## src/rtl/lirq_pkg.sv

```systemverilog
package lirq_pkg;

   // Counter clock source selected by the mode write
   typedef enum logic {
      SRC_LINE  = 1'b0,
      SRC_CYCLE = 1'b1
   } clk_src_e;

   // One-hot write strobes decoded from the 2-bit target address
   typedef struct packed {
      logic latch_wr;  // target 0
      logic force_wr;  // target 1
      logic ack_wr;    // target 2
      logic arm_wr;    // target 3
   } reg_strobe_t;

   localparam int unsigned REG_ADDR_W = 2;

endpackage

```

## src/rtl/lirq_decode.sv

```systemverilog
module lirq_decode
   import lirq_pkg::*;
#(
   parameter int unsigned DATA_W = 8
) (
   input  logic                  clk,
   input  logic                  rst_n,
   input  logic                  cfg_we,
   input  logic [REG_ADDR_W-1:0] cfg_addr,
   input  logic [DATA_W-1:0]     cfg_wdata,
   output reg_strobe_t           strobe,
   output logic [DATA_W-1:0]     latch_q,
   output clk_src_e              src_q,
   output logic                  en_q
);

   always_comb begin
      strobe          = '0;
      strobe.latch_wr = cfg_we && (cfg_addr == 2'd0);
      strobe.force_wr = cfg_we && (cfg_addr == 2'd1);
      strobe.ack_wr   = cfg_we && (cfg_addr == 2'd2);
      strobe.arm_wr   = cfg_we && (cfg_addr == 2'd3);
   end

   always_ff @(posedge clk or negedge rst_n) begin
      if (!rst_n) begin
         latch_q <= '0;
         src_q   <= SRC_LINE;
         en_q    <= 1'b0;
      end else begin
         if (strobe.latch_wr) latch_q <= cfg_wdata;
         if (strobe.force_wr) src_q <= clk_src_e'(cfg_wdata[0]);
         if (strobe.ack_wr)
            en_q <= 1'b0;
         else if (strobe.arm_wr)
            en_q <= 1'b1;
      end
   end


   enable_follow_chk: assert property (@(posedge clk) disable iff (!rst_n)
      (strobe.arm_wr |=> en_q) and (strobe.ack_wr |=> !en_q));


   source_load_chk: assert property (@(posedge clk) disable iff (!rst_n)
      strobe.force_wr |=> (src_q == clk_src_e'($past(cfg_wdata[0]))));


   latch_hold_chk: assert property (@(posedge clk) disable iff (!rst_n)
      !strobe.latch_wr |=> $stable(latch_q));

endmodule

```

## src/rtl/lirq_prescale.sv

```systemverilog
module lirq_prescale
   import lirq_pkg::*;
#(
   parameter int unsigned DIV_LOG2 = 2
) (
   input  logic     clk,
   input  logic     rst_n,
   input  logic     cpu_tick,
   input  logic     line_edge,
   input  clk_src_e src,
   input  logic     clr,
   output logic     cnt_clk
);

   generate
      if (DIV_LOG2 == 0) begin : g_direct
         // No division: every CPU tick clocks the counter in cycle mode
         assign cnt_clk = (src == SRC_LINE) ? line_edge : (cpu_tick && !clr);
      end else begin : g_div
         logic [DIV_LOG2-1:0] pre_q;

         always_ff @(posedge clk or negedge rst_n) begin
            if (!rst_n)
               pre_q <= '0;
            else if (clr)
               pre_q <= '0;
            else if (src == SRC_CYCLE && cpu_tick)
               pre_q <= pre_q + 1'b1;
         end

         assign cnt_clk = (src == SRC_LINE) ? line_edge
                                            : (cpu_tick && !clr && (pre_q == '1));


         line_hold_chk: assert property (@(posedge clk) disable iff (!rst_n)
            (src == SRC_LINE && !clr) |=> $stable(pre_q));


         pre_clear_chk: assert property (@(posedge clk) disable iff (!rst_n)
            clr |=> (pre_q == '0));
      end
   endgenerate


   cycle_edge_chk: assert property (@(posedge clk) disable iff (!rst_n)
      (src == SRC_CYCLE && !cpu_tick) |-> !cnt_clk);


   line_tick_chk: assert property (@(posedge clk) disable iff (!rst_n)
      (src == SRC_LINE && !line_edge) |-> !cnt_clk);

endmodule

```

## src/rtl/lirq_counter.sv

```systemverilog
module lirq_counter #(
   parameter int unsigned CNT_W     = 8,
   parameter bit          ROUND_ODD = 1'b1
) (
   input  logic             clk,
   input  logic             rst_n,
   input  logic             cnt_clk,
   input  logic [CNT_W-1:0] latch,
   input  logic             force_wr,
   input  logic             ack_wr,
   input  logic             en,
   output logic             irq
);

   logic [CNT_W-1:0] cnt_q, cnt_d;
   logic [CNT_W-1:0] forced_val;
   logic             reload_q, reload_d;
   logic             pend_q, pend_d;
   logic             fire;

   generate
      if (ROUND_ODD) begin : g_round
         assign forced_val = latch | CNT_W'(1);
      end else begin : g_plain
         assign forced_val = latch;
      end
   endgenerate

   always_comb begin
      cnt_d    = cnt_q;
      reload_d = reload_q;
      fire     = 1'b0;
      if (force_wr) begin
         // A mode write wins over a coincident counter clock
         cnt_d    = '0;
         reload_d = 1'b1;
      end else if (cnt_clk) begin
         if (reload_q) begin
            cnt_d    = (latch == '0) ? '0 : forced_val;
            reload_d = 1'b0;
         end else if (cnt_q == '0) begin
            cnt_d = latch;
         end else begin
            cnt_d = cnt_q - 1'b1;
         end
         fire = (cnt_d == '0) && en;
      end
      pend_d = ack_wr ? 1'b0 : (pend_q || fire);
   end

   always_ff @(posedge clk or negedge rst_n) begin
      if (!rst_n) begin
         cnt_q    <= '0;
         reload_q <= 1'b0;
         pend_q   <= 1'b0;
      end else begin
         cnt_q    <= cnt_d;
         reload_q <= reload_d;
         pend_q   <= pend_d;
      end
   end

   assign irq = pend_q;


   force_clear_chk: assert property (@(posedge clk) disable iff (!rst_n)
      force_wr |=> (cnt_q == '0) && reload_q);


   decrement_chk: assert property (@(posedge clk) disable iff (!rst_n)
      (cnt_clk && !force_wr && !reload_q && cnt_q != '0)
         |=> (cnt_q == CNT_W'($past(cnt_q) - 1'b1)));


   reload_once_chk: assert property (@(posedge clk) disable iff (!rst_n)
      (cnt_clk && !force_wr && reload_q) |=> !reload_q);


   rise_cause_chk: assert property (@(posedge clk) disable iff (!rst_n)
      $rose(pend_q) |-> ($past(en) && $past(cnt_clk) && (cnt_q == '0)));


   pend_hold_chk: assert property (@(posedge clk) disable iff (!rst_n)
      (pend_q && !ack_wr) |=> pend_q);


   ack_clear_chk: assert property (@(posedge clk) disable iff (!rst_n)
      ack_wr |=> !pend_q);

endmodule

```

## src/rtl/dual_src_line_irq.sv

```systemverilog
module dual_src_line_irq
   import lirq_pkg::*;
#(
   parameter int unsigned CNT_W     = 8,
   parameter int unsigned DIV_LOG2  = 2,
   parameter bit          ROUND_ODD = 1'b1
) (
   input  logic                  clk,
   input  logic                  rst_n,
   input  logic                  cfg_we,
   input  logic [REG_ADDR_W-1:0] cfg_addr,
   input  logic [CNT_W-1:0]      cfg_wdata,
   input  logic                  cpu_tick,
   input  logic                  line_edge,
   output logic                  irq_req
);

   localparam int unsigned DIV_RATIO = 1 << DIV_LOG2;

   generate
      if (CNT_W < 2 || CNT_W > 32) begin : g_bad_width
         $error("dual_src_line_irq: CNT_W must lie in 2..32");
      end
      if (DIV_RATIO > 256) begin : g_bad_div
         $error("dual_src_line_irq: DIV_LOG2 must not exceed 8");
      end
   endgenerate

   reg_strobe_t      strobe;
   logic [CNT_W-1:0] latch_q;
   clk_src_e         src_q;
   logic             en_q;
   logic             cnt_clk;

   lirq_decode #(.DATA_W(CNT_W)) u_decode (
      .clk       (clk),
      .rst_n     (rst_n),
      .cfg_we    (cfg_we),
      .cfg_addr  (cfg_addr),
      .cfg_wdata (cfg_wdata),
      .strobe    (strobe),
      .latch_q   (latch_q),
      .src_q     (src_q),
      .en_q      (en_q)
   );

   lirq_prescale #(.DIV_LOG2(DIV_LOG2)) u_prescale (
      .clk       (clk),
      .rst_n     (rst_n),
      .cpu_tick  (cpu_tick),
      .line_edge (line_edge),
      .src       (src_q),
      .clr       (strobe.force_wr),
      .cnt_clk   (cnt_clk)
   );

   lirq_counter #(.CNT_W(CNT_W), .ROUND_ODD(ROUND_ODD)) u_counter (
      .clk      (clk),
      .rst_n    (rst_n),
      .cnt_clk  (cnt_clk),
      .latch    (latch_q),
      .force_wr (strobe.force_wr),
      .ack_wr   (strobe.ack_wr),
      .en       (en_q),
      .irq      (irq_req)
   );


   reset_quiet_chk: assert property (@(posedge clk) disable iff (!rst_n)
      $rose(rst_n) |-> !irq_req);


   strobe_onehot_chk: assert property (@(posedge clk) disable iff (!rst_n)
      $onehot0(strobe));

endmodule

```

## config.mk

```make
export PLATFORM = sky130hd
export DESIGN_NAME = dual_src_line_irq
export DESIGN_NICKNAME = d
export VERILOG_FILES = /design/src/rtl/lirq_pkg.sv /design/src/rtl/lirq_decode.sv /design/src/rtl/lirq_prescale.sv /design/src/rtl/lirq_counter.sv /design/src/rtl/dual_src_line_irq.sv
export SDC_FILE = /design/constraint.sdc
export NUM_CORES = 1
export LEC_CHECK = 0
export CAP_MARGIN = 30
export CORE_AREA = 8 8 60 62
export CTS_BUF_LIST = sky130_fd_sc_hd__clkbuf_2
export DETAILED_ROUTE_END_ITERATION = 6
export DIE_AREA = 0 0 68 70
export GPL_ROUTABILITY_DRIVEN = 0
export GPL_TIMING_DRIVEN = 0
export PLACE_DENSITY = 0.81
export RECOVER_POWER = 50
export SLEW_MARGIN = 20
export SYNTH_ARGS = -nofsm -noshare
export SYNTH_HDL_FRONTEND = slang
export SYNTH_SLANG_ARGS = --single-unit
```

## constraint.sdc

```tcl
create_clock -name clk -period 3.85 [get_ports clk]
set_clock_uncertainty 0.05 [all_clocks]
set_input_delay 0.5775 -clock clk [delete_from_list [all_inputs] [get_ports clk]]
set_output_delay 0.5775 -clock clk [all_outputs]
set_load 0.005 [all_outputs]
```

==> results.md <==
- ANT nets after route: 0
- Peak VDD IR: approximately 420 uV
- Starting Density: 0.476
- Net Count, Synth: between 100 and 150
- Vias after detailed routing: roughly 1000
- Arr. time, crit path: 2.51 ns
- Global routing met1 resource utilization: 0.163
- Gr ovfl total: 0
- Commonest cells in the netlist: dfrtp_1, nand2_1, nor2_1
- Top_reg_cell synth: dfrtp_1
- Initial antenna violation count: 0
- Final setup vio count: 0
- Max cap viols: 0
- Post-synthesis instance area: roughly 1300 um2
- Syn Inst Count: between 100 and 150
- Seq/Total Area, Yosys: 0.434
- Crit share post-route: 0.597
- Crit-path max cell delay: 0.51 ns
- Die Width: 68 um
- Worst Max-Slew Pin Slew: approximately 1.2 ns
- Vias in the first global route: between 1000 and 1500
- Synth area leader: dfrtp_1
- Clk pin slew, worst setup/hold paths: around 0.21 ns
- Gr busiest metal: met2
- H-tree levels: 1
- Die Ht: 70 um
- Clock Path Buffers: 2
- Status: finished clean
- Root buf cell: clkbuf_2
- CTS sink count: 22
- Netlist cell types: ~40
- Seq cells post-synth: 22
- CP startpoint kind: register
- Top post-synthesis cells by area: dfrtp_1, mux2_2, a21oi_1
- First-pass GRT wire length: between 4000 and 5000 um
- Die ar.: between 4000 and 5000 um2
- Critical Path RT: between 4 and 5 ns
- Top cell type's share of synthesized area: 0.434
- Final hold vios: 0
- Post-synth EDFFs: 0
- Average wire per standard cell: between 15 and 20 um
- Crit-path cells: inv_1 -> ha_1 -> or4b_1 -> nor4_1 -> a31oi_1 -> o41ai_2
- Core box area: approximately 2700 um2
- Grt met2 use: 0.192
- Worst Setup Path Type: register to register
- Rel. slew slack: 0.227
- Most frequent cell after synthesis: dfrtp_1
- # fillers: around 230
- Post-route minimum period: between 2 and 2.5 ns
- Setup bufs post-CTS: 0
- Detail Placement HPWL: between 2000 and 2500 um
- CTS buffer count: 3
- WHS: ~0.37 ns
- TNS Setup: 0 ns
- Largest net degree at the start of global routing: 23
- Resized cells post-CTS: 0
- Area growth syn-to-layout: 15.9%
- CTS tree: built
- Diodes inserted: 0
- Hold-fix buffers at CTS: 0
- Leak: 0.625 nW
- DRT iter0 DRCs: 29
- Hold Crit Class: input pin to asynchronous set/reset pin
- P per Cell Area: 656 nW/um2
- Fin. max-slew vios: 0
- Worst Path Max Fanout: 7
- Worst-Skew Late Latency: around 0.34 ns
- R2R setup slack: 1.55 ns
- Met3 usage: 0.0271
- Global Route Usage Sum: 0.127
- RSZ-0062 raised after global routing: false
- Fmax: between 400 and 500 MHz
- R2R cell count: 6
- Final-stage net count: between 150 and 200
- Share of cells above drive strength 1: 0.144
- Slowest stage cell on the critical path: dfrtp_1
- Power Total: ~0.96 mW
- Vias per inst: a little under 6
- Rows: 19
- IO Count: 16
- Number of port buffers: 15
- # DRC: 0
- FFs w/ async S/R, synth: 1.00
- Syn_area_per_cell: 9.98 um2
- Post-Route WL: between 2000 and 3000 um
- Crit end category: register
- Yosys warning total: 0
- First-pass iteration count of the detailed router: 4
-- layout make-up --
type                            instances  area [um2]  share of cell area
Clock buffer                            3        15.0              0.0102
Sequential cell                        22         551               0.375
Tap cell                               31        38.8              0.0264
Clock inverter                          1        3.75             0.00256
Multi-Input combinational cell         97         684               0.466
Inverter                                4        15.0              0.0102
Buffer                                  4        17.5              0.0119
Timing Repair Buffer                   15         144              0.0980
-- cells in the final DEF (no fill, tap or decap), types with 2 or more instances in the layout --
master / Yosys / layout
nand3_1: 3 / 3
xor2_1: 3 / 3
a21o_1: 3 / 3
nand4b_1: 2 / 2
nor2_1: 12 / 12
nor4_1: 2 / 2
dfrtp_1: 22 / 22
clkdlybuf4s50_1: 0 / 14
clkbuf_2: 0 / 3
o21ai_1: 2 / 2
mux2_2: 9 / 9
nor3b_2: 2 / 2
nand2_1: 13 / 13
a21oi_1: 11 / 11
nand3b_1: 2 / 2
inv_1: 4 / 4
o21ai_0: 6 / 6
clkbuf_1: 2 / 3
buf_2: 2 / 2
a22oi_1: 2 / 2
ha_1: 3 / 3
-- sequential cells by signal, summed over array words and instances, names as in the netlist --
register and cells:
u_counter.irq 1, u_counter.cnt_q 8, u_prescale.g_div.pre_q 2, u_decode.en_q 1, u_counter.reload_q 1, u_decode.latch_q 8
u_decode.src_q 1
-- per-layer routing --
metal / wire length [um] / up-vias / part of all wire
li1: - / 500 / -
met5: 0 / - / 0
met3: 117 / 5 / 0.044
met1: 1190 / 490 / 0.45
met4: 51 / 0 / 0.019
met2: 1300 / 32 / 0.49
-- final timing paths --
check,start,end
setup / recovery,u_counter.cnt_q[0]$_DFFE_PN0P_,u_counter.irq$_DFF_PN0_
hold / removal,rst_n,u_decode.latch_q[6]$_DFFE_PN0P_
setup reg to reg,u_counter.cnt_q[0]$_DFFE_PN0P_,u_counter.irq$_DFF_PN0_
hold reg to reg,u_counter.irq$_DFF_PN0_,u_counter.irq$_DFF_PN0_
max in group asynchronous,rst_n,u_counter.cnt_q[2]$_DFFE_PN0P_
min in group clk,u_counter.irq$_DFF_PN0_,u_counter.irq$_DFF_PN0_
-- metrics by stage --
step                      cells   util  area [um2]  setup WS [ns]
after floorplan             127      -        1270           1.93
after global placement      173  0.547        1460           1.62
after detailed placement    173  0.547        1460           1.58
after CTS                   177  0.554        1480           1.57
after global routing        177  0.552        1470           1.45
final                       177  0.552        1470           1.55
-- report_power, final --
group	leakage [nW]	total, mW	internal (mW)	switching, mW
Combinational	0.338	0.477	0.224	0.253
Clock	0.0140	0.0925	0.0226	0.0699
Sequential	0.274	0.394	0.302	0.0922
Total	0.625	0.963	0.548	0.415
-- worst max-delay path: cells and delay by family (launching register included) --
kind | cells | cell delay, ns
adders and majority gates | 1 | 0.31
DFF | 1 | 0.51
and+or+nand+nor | 2 | 0.84
buffers and inverters | 1 | 0.09
AOI/OAI and AO/OA | 2 | 0.42
-- logic make-up after synthesis --
group | share of synthesized area
simple gates | 0.199
buf+inv | 0.0257
flops | 0.434
fa+ha+maj | 0.0296
compound gates | 0.187
mux | 0.0967
xor+xnor | 0.0276
(Power assumes the default switching activity.)
